===== src/rtl/mdio_mgmt_pkg.sv =====
package mdio_mgmt_pkg;
  localparam int FRAME_BITS = 64;
  localparam int IDX_W      = $clog2(FRAME_BITS);
  localparam int DATA_W     = 16;
  localparam int TA_FIRST   = 46;
  localparam int DATA_FIRST = 48;

  typedef enum logic [2:0] {
    RA_CFG  = 3'd0,
    RA_CMD  = 3'd1,
    RA_ADR  = 3'd2,
    RA_WDAT = 3'd3,
    RA_RDAT = 3'd4,
    RA_IND  = 3'd5
  } reg_addr_e;

  // Serial frame for one transaction, transmitted from bit 63 down.
  function automatic logic [FRAME_BITS-1:0] build_frame(
    input logic              is_read,
    input logic [4:0]        phy,
    input logic [4:0]        regn,
    input logic [DATA_W-1:0] data
  );
    logic [1:0]        op;
    logic [1:0]        ta;
    logic [DATA_W-1:0] payload;
    op      = is_read ? 2'b10 : 2'b01;
    ta      = is_read ? 2'b11 : 2'b10;
    payload = is_read ? {DATA_W{1'b1}} : data;
    return {32'hFFFF_FFFF, 2'b01, op, phy, regn, ta, payload};
  endfunction

  // Number of system clocks in each MDC half period for a divider code.
  function automatic logic [7:0] mdc_half(input logic [3:0] code);
    return 8'((code + 8'd2) << 1);
  endfunction
endpackage


===== src/rtl/mdio_clk_div.sv =====
module mdio_clk_div
  import mdio_mgmt_pkg::*;
#(
  parameter int CODE_W = 4,
  parameter int CNT_W  = 8
) (
  input  logic              clk,
  input  logic              rst_n,
  input  logic              en,
  input  logic [CODE_W-1:0] code,
  output logic              tick
);
  logic [CNT_W-1:0] cnt_q;
  logic [CNT_W-1:0] half;

  assign half = CNT_W'(mdc_half(4'(code)));
  assign tick = en && (cnt_q == half - CNT_W'(1));

  always_ff @(posedge clk or negedge rst_n) begin
    if (!rst_n)      cnt_q <= '0;
    else if (!en)    cnt_q <= '0;
    else if (tick)   cnt_q <= '0;
    else             cnt_q <= cnt_q + CNT_W'(1);
  end
endmodule


===== src/rtl/mdio_frame_eng.sv =====
module mdio_frame_eng
  import mdio_mgmt_pkg::*;
(
  input  logic                  clk,
  input  logic                  rst_n,
  input  logic                  srst,
  input  logic                  start,
  input  logic                  start_is_read,
  input  logic [FRAME_BITS-1:0] frame_in,
  input  logic                  tick,
  input  logic                  mdio_i,
  output logic                  busy,
  output logic                  mdc,
  output logic                  mdio_o,
  output logic                  mdio_oe,
  output logic                  done,
  output logic                  is_read,
  output logic [IDX_W-1:0]      bit_idx,
  output logic [DATA_W-1:0]     rd_word
);
  localparam logic [IDX_W-1:0] LAST_IDX = IDX_W'(FRAME_BITS - 1);

  logic                  busy_q, phase_q, rd_q;
  logic [IDX_W-1:0]      idx_q;
  logic [FRAME_BITS-1:0] frm_q;
  logic [DATA_W-1:0]     sh_q;
  logic                  rise_ev, fall_ev, sample_ev;

  assign rise_ev   = busy_q && tick && !phase_q;
  assign fall_ev   = busy_q && tick && phase_q;
  assign sample_ev = rise_ev && rd_q && (idx_q >= IDX_W'(DATA_FIRST));

  always_ff @(posedge clk or negedge rst_n) begin
    if (!rst_n) begin
      busy_q <= 1'b0; phase_q <= 1'b0; rd_q <= 1'b0;
      idx_q <= '0; frm_q <= '0; sh_q <= '0;
    end else if (srst) begin
      busy_q <= 1'b0; phase_q <= 1'b0; rd_q <= 1'b0;
      idx_q <= '0; sh_q <= '0;
    end else if (start && !busy_q) begin
      busy_q  <= 1'b1;
      phase_q <= 1'b0;
      idx_q   <= '0;
      frm_q   <= frame_in;
      rd_q    <= start_is_read;
      sh_q    <= '0;
    end else begin
      if (rise_ev) phase_q <= 1'b1;
      if (sample_ev) sh_q <= {sh_q[DATA_W-2:0], mdio_i};
      if (fall_ev) begin
        phase_q <= 1'b0;
        if (idx_q == LAST_IDX) busy_q <= 1'b0;
        else                   idx_q  <= idx_q + IDX_W'(1);
      end
    end
  end

  assign busy    = busy_q;
  assign mdc     = phase_q;
  assign done    = fall_ev && (idx_q == LAST_IDX);
  assign is_read = rd_q;
  assign bit_idx = idx_q;
  assign rd_word = sh_q;
  assign mdio_o  = busy_q ? frm_q[LAST_IDX - idx_q] : 1'b1;
  assign mdio_oe = busy_q && !(rd_q && (idx_q >= IDX_W'(TA_FIRST)));
endmodule


===== src/rtl/mdio_mgmt.sv =====
module mdio_mgmt
  import mdio_mgmt_pkg::*;
#(
  parameter int CODE_W = 4,
  parameter int CNT_W  = 8
) (
  input  logic              clk,
  input  logic              rst_n,
  input  logic              reg_we,
  input  logic [2:0]        reg_addr,
  input  logic [DATA_W-1:0] reg_wdata,
  output logic [DATA_W-1:0] reg_rdata,
  output logic              mdc,
  output logic              mdio_o,
  output logic              mdio_oe,
  input  logic              mdio_i
);
  localparam int          RST_BIT  = 15;
  localparam int          CODE_LSB = 2;
  localparam logic [15:0] ADR_MASK = 16'h1F1F;

  logic [DATA_W-1:0] cfg_q, adr_q, wdat_q, rdat_q;
  logic [1:0]        cmd_q;
  logic              nv_q;

  logic                  mgmt_rst, start_wr, start_rd, start_any;
  logic                  eng_busy, eng_done, eng_is_read, tick;
  logic [IDX_W-1:0]      eng_idx;
  logic [DATA_W-1:0]     eng_word;
  logic [FRAME_BITS-1:0] frame_next;

  assign mgmt_rst   = cfg_q[RST_BIT];
  assign start_wr   = reg_we && (reg_addr == RA_WDAT) && !eng_busy && !mgmt_rst;
  assign start_rd   = reg_we && (reg_addr == RA_CMD) && reg_wdata[0] && !cmd_q[0]
                      && !eng_busy && !mgmt_rst;
  assign start_any  = start_wr || start_rd;
  assign frame_next = build_frame(start_rd, adr_q[12:8], adr_q[4:0], reg_wdata);

  always_ff @(posedge clk or negedge rst_n) begin
    if (!rst_n) begin
      cfg_q <= '0; adr_q <= '0; wdat_q <= '0; rdat_q <= '0;
      cmd_q <= '0; nv_q <= 1'b0;
    end else begin
      if (reg_we && reg_addr == RA_CFG) cfg_q <= reg_wdata;
      if (reg_we && reg_addr == RA_CMD) cmd_q <= reg_wdata[1:0];
      if (reg_we && reg_addr == RA_ADR) adr_q <= reg_wdata & ADR_MASK;
      if (start_wr) wdat_q <= reg_wdata;
      if (eng_done && eng_is_read) rdat_q <= eng_word;
      if (mgmt_rst)                     nv_q <= 1'b0;
      else if (start_rd)                nv_q <= 1'b1;
      else if (eng_done && eng_is_read) nv_q <= 1'b0;
    end
  end

  mdio_clk_div #(.CODE_W(CODE_W), .CNT_W(CNT_W)) i_div (
    .clk(clk), .rst_n(rst_n), .en(eng_busy),
    .code(cfg_q[CODE_LSB +: CODE_W]), .tick(tick)
  );

  mdio_frame_eng i_eng (
    .clk(clk), .rst_n(rst_n), .srst(mgmt_rst),
    .start(start_any), .start_is_read(start_rd), .frame_in(frame_next),
    .tick(tick), .mdio_i(mdio_i),
    .busy(eng_busy), .mdc(mdc), .mdio_o(mdio_o), .mdio_oe(mdio_oe),
    .done(eng_done), .is_read(eng_is_read), .bit_idx(eng_idx), .rd_word(eng_word)
  );

  always_comb begin
    case (reg_addr)
      RA_CFG:  reg_rdata = cfg_q;
      RA_CMD:  reg_rdata = {14'd0, cmd_q};
      RA_ADR:  reg_rdata = adr_q;
      RA_WDAT: reg_rdata = wdat_q;
      RA_RDAT: reg_rdata = rdat_q;
      RA_IND:  reg_rdata = {12'd0, 1'b0, nv_q, 1'b0, eng_busy};
      default: reg_rdata = '0;
    endcase
  end
endmodule


===== config.mk =====
export PLATFORM = sky130hd
export DESIGN_NAME = mdio_mgmt
export DESIGN_NICKNAME = d
export VERILOG_FILES = /design/src/rtl/mdio_mgmt_pkg.sv /design/src/rtl/mdio_clk_div.sv /design/src/rtl/mdio_frame_eng.sv /design/src/rtl/mdio_mgmt.sv
export SDC_FILE = /design/constraint.sdc
export NUM_CORES = 1
export LEC_CHECK = 0
export ABC_CLOCK_PERIOD_IN_PS = 4300
export BUFFER_PORTS_ARGS = -buffer_cell sky130_fd_sc_hd__buf_2
export CAP_MARGIN = 20
export CORE_UTILIZATION = 55
export DETAILED_ROUTE_END_ITERATION = 8
export PLACE_DENSITY_LB_ADDON = 0.1
export SLEW_MARGIN = 20
export SYNTH_ARGS = -nofsm -noshare
export SYNTH_HDL_FRONTEND = slang
export SYNTH_SLANG_ARGS = --single-unit

===== constraint.sdc =====
create_clock -name clk -period 4.3 [get_ports clk]
set_clock_uncertainty 0.05 [all_clocks]
set_input_delay 1.29 -clock clk [delete_from_list [all_inputs] [get_ports clk]]
set_output_delay 1.29 -clock clk [all_outputs]
set_load 0.02 [all_outputs]

==> results of run 1 <==
[power breakdown]
| part | switching, mW | internal (mW) |
|---|---|---|
| sequential | 0.169 | 1.40 |
| combinational | 0.301 | 0.276 |
| clock | 0.523 | 1.08 |
| total | 0.993 | 2.75 |
[layout make-up]
cell class              instances  area [sq um]
well taps                     136           170
flip-flops and latches        123          3080
inverters                       6          22.5
multi-input cells             385          2700
repair buffers                 55           325
clock buffers                  18           428
fillers                       797          3400
clock inverters                14           241
[worst max path at each step]
stage | from | end | cells after the start
final | i_eng.bit_idx[0]$_DFFE_PN0P_ | mdio_o | 6
after global routing | i_eng.bit_idx[0]$_DFFE_PN0P_ | mdio_o | 6
after CTS | i_eng.bit_idx[0]$_DFFE_PN0P_ | mdio_o | 6
after detailed placement | reg_addr[2] | reg_rdata[15] | 7
after global placement | reg_addr[2] | reg_rdata[3] | 7
after floorplan | reg_addr[1] | reg_rdata[11] | 7
[logic make-up (layout without fill, tap and decap cells)]
family / Yosys count / after routing / share of synthesized area
and+or+nand+nor: 188 / 188 / 0.146
DFF: 123 / 123 / 0.519
muxes: 96 / 96 / 0.189
AOI/OAI and AO/OA: 81 / 81 / 0.0818
buffers and inverters: 42 / 93 / 0.0280
xor gates and xnor gates: 15 / 15 / 0.0257
adders and majority gates: 5 / 5 / 0.0105
[critical path, cell delays in order, from the launching register on]
cell and delay, ps:
dfrtp_1 880, mux4_2 610, nor2_1 140, o221ai_1 130, o21ai_0 100, o2111ai_1 180
buf_2 220
[state kept, by name (all words and copies together), names as in the netlist]
signal         count
i_eng.rd_word     16
i_eng.is_read      1
cfg_q             16
i_eng.bit_idx      6
wdat_q            16
cmd_q              2
adr_q             10
i_div.cnt_q        8
i_eng.frm_q       29
i_eng.mdc          1
i_eng.busy         1
nv_q               1
rdat_q            16
[cells in the mapped netlist, types with 4 or more instances]
cell type | number | share of area
o21ai_0 | 37 | 0.031
mux4_2 | 5 | 0.019
xor2_1 | 5 | 0.0074
mux2i_1 | 38 | 0.064
a21oi_1 | 18 | 0.015
or3_1 | 4 | 0.0042
mux2_4 | 9 | 0.023
mux2_2 | 44 | 0.084
nand2_1 | 108 | 0.068
and3_1 | 4 | 0.0042
nor2_1 | 28 | 0.018
clkbuf_1 | 30 | 0.019
ha_1 | 5 | 0.011
xnor2_1 | 8 | 0.012
buf_1 | 4 | 0.0025
nand3_1 | 14 | 0.012
dfrtp_1 | 123 | 0.52
inv_1 | 6 | 0.0038
[layer usage]
metal	part of all wire	routed length [microns]	vias to the layer above	track usage
met5	0	0	-	0
met3	0.050	689	26	0.0674
li1	-	-	2007	-
met4	0.018	250	0	0.0992
met1	0.45	6230	2194	0.357
met2	0.48	6740	127	0.432
[per-stage QoR]
step	setup slack, ps	hold slack, ps	utilization
after floorplan	344	396	-
after global placement	537	410	0.607
after detailed placement	493	413	0.607
after CTS	163	428	0.671
after global routing	19.9	452	0.672
final	170	426	0.672
==> metrics.md, run 1 <==
| Metric | Value |
|---|---|
| Sequential share of the synthesized area | `0.519` |
| Power Density | `537 nW/um^2` |
| Die height | `106 microns` |
| Peak supply drop | `0.301 mV` |
| Io pins | `42` |
| Post-Syn Nets | `578` |
| Min Tclk post-route | `4130 ps` |
| FF-to-FF path depth | `8` |
| Reg-to-Reg End | `rdat_q[15]$_DFFE_PN0P_` |
| DRC violations left | `0` |
| Post-CTS setup buffers | `0` |
| Worst-Skew Late Latency | `530 ps` |
| #FFs+latches synth | `123` |
| Placed Cells | `705` |
| Worst endpoint required time | `2960 ps` |
| Most frequent cells in the layout | `dfrtp_1, nand2_1, mux2_2` |
| Setup violators final | `0` |
| Via density | `5.91` |
| Slew headroom | `0.447` |
| Fin. Hold Viols | `0` |
| Largest fanout on the critical path | `15` |
| DRT iter0 DRCs | `322` |
| Vias in the first global route | `4,473` |
| Nets | `616` |
| Final Cycle Share | `0.960` |
| FF-to-FF Start | `cfg_q[3]$_DFFE_PN0P_` |
| Final Non-Filler Cells | `737` |
| Setup CP Type | `flop to primary output` |
| Synthesized area | `5930 sq um` |
| Hpwl dp | `9.36 mm` |
| Hold Buf Count CTS | `0` |
| Tot Pwr | `3.74 mW` |
| Worst setup SP type | `flop` |
| Worst setup EP type | `primary output` |
| Largest net degree at the start of global routing | `65` |
| Core ar. | `10,400 sq um` |
| First-pass GRT wire length | `22.8 mm` |
| Post-CTS resize count | `0` |
| Worst slew pin tran | `829 ps` |
| Clk pin slew, worst setup/hold paths | `60 ps` |
| Post-synth ARST share | `1.00` |
| Hold WC Path Type | `flop to flop` |
| Most common cell after layout, fill and taps aside | `dfrtp_1` |
| Pleak | `3.19 nW` |
| Hold Path Depth | `2` |
| CTS tree | `done` |
| Die area | `11,200 sq um` |
| Hold EP | `wdat_q[0]$_DFFE_PN0P_` |
| Synth-to-layout area growth | `17.4%` |
| ANT cells | `0` |
| Area after DPL | `6290 sq um` |
| GRT Util Overall | `0.270` |
| Clk buf depth | `2` |
| # rows | `37` |
| Fin area | `6970 sq um` |
| Die Span X | `106 microns` |
| Worst reg2reg setup slack | `950 ps` |
| Final-report max-slew violation count | `0` |
| Initial Util | `0.572` |
| GR Overflow Total | `0` |
| Root Driver | `clkbuf_8` |
| YS warnings | `0` |
| Status | `complete, no violations` |
| Num CTS Buffers | `17` |
| Gate Count Post-Synth | `550` |
| Share of layout cells above drive strength 1 | `0.260` |
| DRT Pass-1 Iters | `5` |
| RSZ-0062 raised after global routing | `no` |
| Port bufs | `41` |
| FMAX | `242 MHz` |
| CTS sink cnt | `123` |
| Via count | `4,354` |
| Ys flop type | `dfrtp_1` |
| Final estimated routing congestion in global placement | `0.816` |
| H-tree depth | `4` |
| Syn_area_per_cell | `10.8 sq um` |
| ANT nets after route | `0` |
| CP arrival | `2790 ps` |
| Max Cap Viol | `0` |
| Worst Hold Launch | `wdat_q[0]$_DFFE_PN0P_` |
| Synth cell types | `56` |
| Final setup TNS | `0 ps` |
| Antenna violations before repair | `0` |
| DR WL/cell | `18.9 microns` |
| Post-synth EDFFs | `0` |
| Final WL | `13.9 mm` |
Note: power is estimated with default switching activity, not from simulation.
==> run 2, diff against run 1 <==
--- a/config.mk
+++ b/config.mk
@@ -5,6 +5,7 @@
 export SDC_FILE = /design/constraint.sdc
 export NUM_CORES = 1
 export LEC_CHECK = 0
+export ABC_AREA = 1
 export ABC_CLOCK_PERIOD_IN_PS = 4300
 export BUFFER_PORTS_ARGS = -buffer_cell sky130_fd_sc_hd__buf_2
 export CAP_MARGIN = 20
==> metrics.md, run 2 <==
| Metric | Value |
|---|---|
| Io pins | `42 (unchanged)` |
| FF+latch area | `3080 sq um (unchanged)` |
| Top cells by count, synth | `nand2_1, dfrtp_1, inv_1` |
| Worst setup SP type | `primary input` |
| Most common cell in the netlist | `nand2_1` |
| Most frequent cells in the layout | `nand2_1, dfrtp_1, inv_1` |
| #FFs+latches synth | `123 (unchanged)` |
| Ys flop type | `dfrtp_1` |
| Clk buf depth | `2 (unchanged)` |
| Final Cycle Share | `0.924 (-0.0368)` |
| H-tree depth | `4 (unchanged)` |
| # rows | `37 (unchanged)` |
| GRT Util Overall | `0.301 (+0.0311)` |
| FF-to-FF path depth | `13 (+5)` |
| Syn_area_per_cell | `8.17 sq um (-24%)` |
| Vias in the first global route | `4,997 (+12%)` |
| Worst reg2reg setup slack | `1740 ps (+790 ps)` |
| Gate Count Post-Synth | `726 (+32%)` |
| FMAX | `252 MHz (+4.0%)` |
| Post-CTS setup buffers | `0 (unchanged)` |
| ANT nets after route | `0 (unchanged)` |
| Worst slew pin tran | `981 ps (+152 ps)` |
| FF-to-FF Start | `cfg_q[3]$_DFFE_PN0P_` |
| Setup violators final | `0 (unchanged)` |
| Pre-CTS setup slack | `337 ps (-157 ps)` |
| Largest reg by FF count | `i_eng.frm_q` |
| Post-synth ARST share | `1.00 (unchanged)` |
| Max Cap Viol | `0 (unchanged)` |
| Clk pin slew, worst setup/hold paths | `60 ps (about the same)` |
| Post-CTS resize count | `0 (unchanged)` |
| Status | `complete, no violations` |
| Peak supply drop | `0.359 mV (+19%)` |
| ANT cells | `0 (unchanged)` |
| Final estimated routing congestion in global placement | `0.892 (+9.4%)` |
| YS warnings | `0 (unchanged)` |
| Fin. Hold Viols | `0 (unchanged)` |
| Final-report max-slew violation count | `0 (unchanged)` |
| Num CTS Buffers | `17 (unchanged)` |
| Fillers | `916 (+15%)` |
| Area contributors post-synth | `dfrtp_1, nand2_1, inv_1, nand3_1, nand4_1` |
| Post-synth EDFFs | `0 (unchanged)` |
| Worst setup EP type | `primary output` |
| Root Driver | `clkbuf_8` |
| Synthesized area | `5930 sq um (about the same)` |
| Sequential share of the synthesized area | `0.519 (about the same)` |
| Area of the multi-input gates | `2400 sq um (-11%)` |
| GR Overflow Total | `0 (unchanged)` |
| Synth cell types | `33 (-41%)` |
| CTS sink cnt | `123 (unchanged)` |
| Die area | `11,200 sq um (about the same)` |
| Final setup TNS | `0 ps (unchanged)` |
| Min Tclk post-route | `3970 ps (-158 ps)` |
| Via density | `5.65 (-4.3%)` |
| Die Span X | `106 microns (about the same)` |
| Final WS setup | `328 ps (+158 ps)` |
| Via count | `5,150 (+18%)` |
| Core ar. | `10,400 sq um (unchanged)` |
| Hold WC Path Type | `flop to flop` |
| Port bufs | `41 (unchanged)` |
| RSZ-0062 raised after global routing | `no` |
| Hold Path Depth | `2 (unchanged)` |
| Most common cell after layout, fill and taps aside | `nand2_1` |
| DRT iter0 DRCs | `415 (+29%)` |
| Antenna violations before repair | `0 (unchanged)` |
| Top-area cell type share of the netlist area | `0.519 (about the same)` |
| Max FFs per register | `29 (unchanged)` |
| Power Density | `527 nW/um^2 (-1.8%)` |
| Worst-Skew Late Latency | `540 ps (about the same)` |
| Largest net degree at the start of global routing | `48 (-26%)` |
| Nets | `790 (+28%)` |
| Reg-to-Reg End | `rdat_q[1]$_DFFE_PN0P_` |
| DR WL/cell | `16.8 microns (-11%)` |
| CP arrival | `2630 ps (-160 ps)` |
| DRC violations left | `0 (unchanged)` |
| Slew headroom | `0.344 (-0.103)` |
| CTS tree | `done` |
| Setup crit start | `reg_addr[1]` |
| Largest fanout on the critical path | `8 (-7)` |
| Synth-to-layout area growth | `15.3%` |
| Setup CP Type | `primary input to primary output` |
| Die height | `106 microns (about the same)` |
| Final WL | `15.3 mm (+10%)` |
| Hold Buf Count CTS | `0 (unchanged)` |
| Hpwl dp | `10.6 mm (+13%)` |
| Final design utilization | `0.660 (-0.0118)` |
| Hold EP | `i_eng.frm_q[27]$_DFFE_PN0P_` |
| Post-Syn Nets | `754 (+30%)` |
| Worst endpoint required time | `2960 ps (about the same)` |
| Worst Hold Launch | `i_eng.frm_q[27]$_DFFE_PN0P_` |
| First-pass GRT wire length | `25.6 mm (+12%)` |
| Largest area contributor in the netlist | `dfrtp_1` |
| Initial Util | `0.572 (about the same)` |
| Share of layout cells above drive strength 1 | `0.134 (-0.125)` |
| DRT Pass-1 Iters | `5 (unchanged)` |
| Pleak | `3.53 nW (+11%)` |
-- run 2: worst max-delay path: stages --
cell	delay, ps
buf_2	110
inv_1	110
nor2_1	70
nand2_1	270
inv_2	120
a221oi_1	270
o221ai_1	190
buf_2	200
-- run 2: through the flow --
stage / hold slack (ps) / total power, mW / cells / area (sq um)
finish: 419 / 3.61 / 911 / 6840
global route: 447 / 3.78 / 911 / 6840
CTS: 428 / 3.62 / 911 / 6840
detailed placement: 406 / 2.09 / 879 / 6210
global placement: 399 / 2.07 / 879 / 6210
floorplan: 387 / 1.89 / 726 / 5930
-- run 2: kinds of logic after synthesis --
kind of cell,count (synthesis),synth area share
and+or+nand+nor,371,0.275
DFF,123,0.519
adders and majority gates,5,0.0105
AOI/OAI and AO/OA,107,0.102
muxes,4,0.00759
xor gates and xnor gates,5,0.00738
buffers and inverters,111,0.0782
-- run 2: layout make-up --
| cell class | instances | share of cell area |
|---|---|---|
| tap | 136 | 0.0249 |
| sequential | 123 | 0.450 |
| multi-input combinational | 492 | 0.351 |
| clock buffer | 18 | 0.0625 |
| clock inverter | 14 | 0.0293 |
| inverter | 78 | 0.0428 |
| timing repair buffer | 50 | 0.0402 |
-- run 2: worst max-delay path by stage --
stage	slack, ps	depth (start not counted)	to
6_report	330	8	reg_rdata[0]
5_1_grt	230	8	reg_rdata[0]
4_1_cts	340	8	reg_rdata[0]
3_5_place_dp	340	8	reg_rdata[0]
3_3_place_gp	370	8	reg_rdata[0]
2_1_floorplan	690	9	reg_rdata[0]
-- run 2: report_power, final --
part	internal, mW	total [mW]	switching (mW)
Sequential	1.37	1.50	0.127
Clock	1.01	1.53	0.524
Combinational	0.199	0.582	0.383
-- run 2: per-layer routing --
metal	vias to the layer above	part of all wire	track usage	routed length, microns
met5	-	0	0	0
met1	2488	0.44	0.413	6780
met2	175	0.48	0.473	7310
met3	26	0.063	0.0699	966
li1	2461	-	-	-
met4	0	0.017	0.100	254
==> run 3, diff against run 2 <==
--- a/config.mk
+++ b/config.mk
@@ -9,10 +9,12 @@
 export ABC_CLOCK_PERIOD_IN_PS = 4300
 export BUFFER_PORTS_ARGS = -buffer_cell sky130_fd_sc_hd__buf_2
 export CAP_MARGIN = 20
-export CORE_UTILIZATION = 55
+export CELL_PAD_IN_SITES_DETAIL_PLACEMENT = 0
+export CELL_PAD_IN_SITES_GLOBAL_PLACEMENT = 1
+export CORE_UTILIZATION = 45
 export DETAILED_ROUTE_END_ITERATION = 8
 export PLACE_DENSITY_LB_ADDON = 0.1
-export SLEW_MARGIN = 20
+export SLEW_MARGIN = 25
 export SYNTH_ARGS = -nofsm -noshare
 export SYNTH_HDL_FRONTEND = slang
 export SYNTH_SLANG_ARGS = --single-unit
==> metrics.md, run 3 (synthesis gave the netlist of run 2 again) <==
| Metric | Value |
|---|---|
| CTS tree | `done` |
| Via count | `5,085 (-1.3%)` |
| Hpwl dp | `11.1 mm (+4.7%)` |
| Setup violators final | `0 (unchanged)` |
| Final setup TNS | `0 ps (unchanged)` |
| Initial Util | `0.466 (-0.106)` |
| Area after DPL | `6300 sq um (+1.4%)` |
| Min Tclk post-route | `3910 ps (-57.8 ps)` |
| Hold Path Depth | `2 (unchanged)` |
| Worst endpoint required time | `2960 ps (about the same)` |
| Setup CP Type | `primary input to primary output` |
| Root Driver | `clkbuf_16` |
| FF-to-FF path depth | `13 (unchanged)` |
| Fin area | `6880 sq um (+0.59%)` |
| Clk pin slew, worst setup/hold paths | `60 ps (about the same)` |
| Final Cycle Share | `0.910 (-0.0134)` |
| Core ar. | `12,700 sq um (+23%)` |
| Status | `complete, no violations` |
| Hold WC Path Type | `flop to flop` |
| Final WL | `15.7 mm (+2.3%)` |
| Fillers | `1,255 (+37%)` |
| Post-CTS resize count | `0 (unchanged)` |
| RSZ-0062 raised after global routing | `no` |
| Peak supply drop | `0.285 mV (-20%)` |
| Io pins | `42 (unchanged)` |
| Final Non-Filler Cells | `949 (+4.2%)` |
| Final estimated routing congestion in global placement | `0.820 (-8.1%)` |
| DR WL/cell | `16.5 microns (-1.8%)` |
| Post-CTS setup buffers | `0 (unchanged)` |
| Num CTS Buffers | `17 (unchanged)` |
| Most frequent cells in the layout | `nand2_1, dfrtp_1, inv_1` |
| Nets | `793 (+0.38%)` |
| Largest fanout on the critical path | `8 (unchanged)` |
| H-tree depth | `4 (unchanged)` |
| ANT cells | `0 (unchanged)` |
| Worst slew pin tran | `974 ps (-7.21 ps)` |
| Hold Buf Count CTS | `0 (unchanged)` |
| Largest reg by FF count | `i_eng.frm_q` |
| FF-to-FF Start | `cfg_q[3]$_DFFE_PN0P_` |
| Most common cell after layout, fill and taps aside | `nand2_1` |
| CTS sink cnt | `123 (unchanged)` |
| Hold EP | `i_eng.frm_q[20]$_DFFE_PN0P_` |
| Port bufs | `41 (unchanged)` |
| FMAX | `255 MHz (+1.5%)` |
| First-pass GRT wire length | `26.0 mm (+1.4%)` |
| Die Span X | `117 microns (+10%)` |
| Vias in the first global route | `4,984 (-0.26%)` |
| Max FFs per register | `29 (unchanged)` |
| Worst Hold Launch | `i_eng.frm_q[20]$_DFFE_PN0P_` |
| GR Overflow Total | `0 (unchanged)` |
| ANT nets after route | `0 (unchanged)` |
| Fin. Hold Viols | `0 (unchanged)` |
| DRT iter0 DRCs | `449 (+8.2%)` |
| Worst-Skew Late Latency | `420 ps (-120 ps)` |
| Via density | `5.36 (-5.2%)` |
| Antenna violations before repair | `0 (unchanged)` |
| Slew headroom | `0.349 (+0.00482)` |
| Clk buf depth | `2 (unchanged)` |
| Synth-to-layout area growth | `16.0%` |
| CP arrival | `2570 ps (-60 ps)` |
| Largest net degree at the start of global routing | `56 (+17%)` |
| # rows | `41 (+11%)` |
| Max Cap Viol | `0 (unchanged)` |
| Share of layout cells above drive strength 1 | `0.136 (+0.00223)` |
| GRT Util Overall | `0.257 (-0.0441)` |
| Power Density | `508 nW/um^2 (-3.7%)` |
| Die height | `117 microns (+10%)` |
| Pleak | `3.54 nW (+0.25%)` |
| Worst setup SP type | `primary input` |
| Die area | `13,700 sq um (+22%)` |
| Worst setup EP type | `primary output` |
| DRC violations left | `0 (unchanged)` |
| DRT Pass-1 Iters | `5 (unchanged)` |
| Worst reg2reg setup slack | `1780 ps (+40 ps)` |
| Final-report max-slew violation count | `0 (unchanged)` |
| Reg-to-Reg End | `i_eng.rd_word[0]$_DFFE_PN0P_` |
| Placed Cells | `918 (+4.4%)` |
## run 3: critical path, cell delays in order
cell and delay [ps]:
buf_2 130, nor2_1 70, nand2_1 140, inv_1 180, nand2_1 100, nand2_1 50
a221oi_1 200, o221ai_1 210, buf_2 200
## run 3: cell type report
cell class | instances | area (sq um) | share of cell area
multi-input combinational | 492 | 2400 | 0.349
clock inverter | 8 | 90.1 | 0.0131
clock buffer | 23 | 498 | 0.0723
tap | 172 | 215 | 0.0313
inverter | 78 | 293 | 0.0425
timing repair buffer | 53 | 310 | 0.0451
sequential | 123 | 3080 | 0.447
## run 3: worst max path at each step
stage / from / to / slack, ps
2_1_floorplan: reg_addr[1] / reg_rdata[0] / 690
3_3_place_gp: reg_addr[1] / reg_rdata[0] / 430
3_5_place_dp: reg_addr[0] / reg_rdata[0] / 410
4_1_cts: reg_addr[0] / reg_rdata[0] / 410
5_1_grt: reg_addr[0] / reg_rdata[0] / 240
6_report: reg_addr[0] / reg_rdata[0] / 390
## run 3: stage by stage
stage | util | hold WS, ps | setup WS, ps | power [mW]
2_1_floorplan | - | 387 | 687 | 1.89
3_3_place_gp | 0.495 | 407 | 434 | 2.08
3_5_place_dp | 0.495 | 409 | 409 | 2.10
4_1_cts | 0.541 | 424 | 406 | 3.53
5_1_grt | 0.541 | 453 | 244 | 3.68
6_report | 0.541 | 421 | 386 | 3.50
## run 3: where the power goes
part | switching [mW] | leakage [nW] | internal, mW | total [mW]
logic | 0.385 | 1.69 | 0.202 | 0.587
registers | 0.124 | 1.55 | 1.37 | 1.49
clock network | 0.496 | 0.298 | 0.919 | 1.41
## run 3: metal layers
layer / vias up / track usage / part of all wire
li1: 2477 / - / -
met1: 2457 / 0.365 / 0.48
met2: 133 / 0.393 / 0.45
met3: 18 / 0.0499 / 0.049
met4: 0 / 0.0937 / 0.017
met5: - / 0 / 0
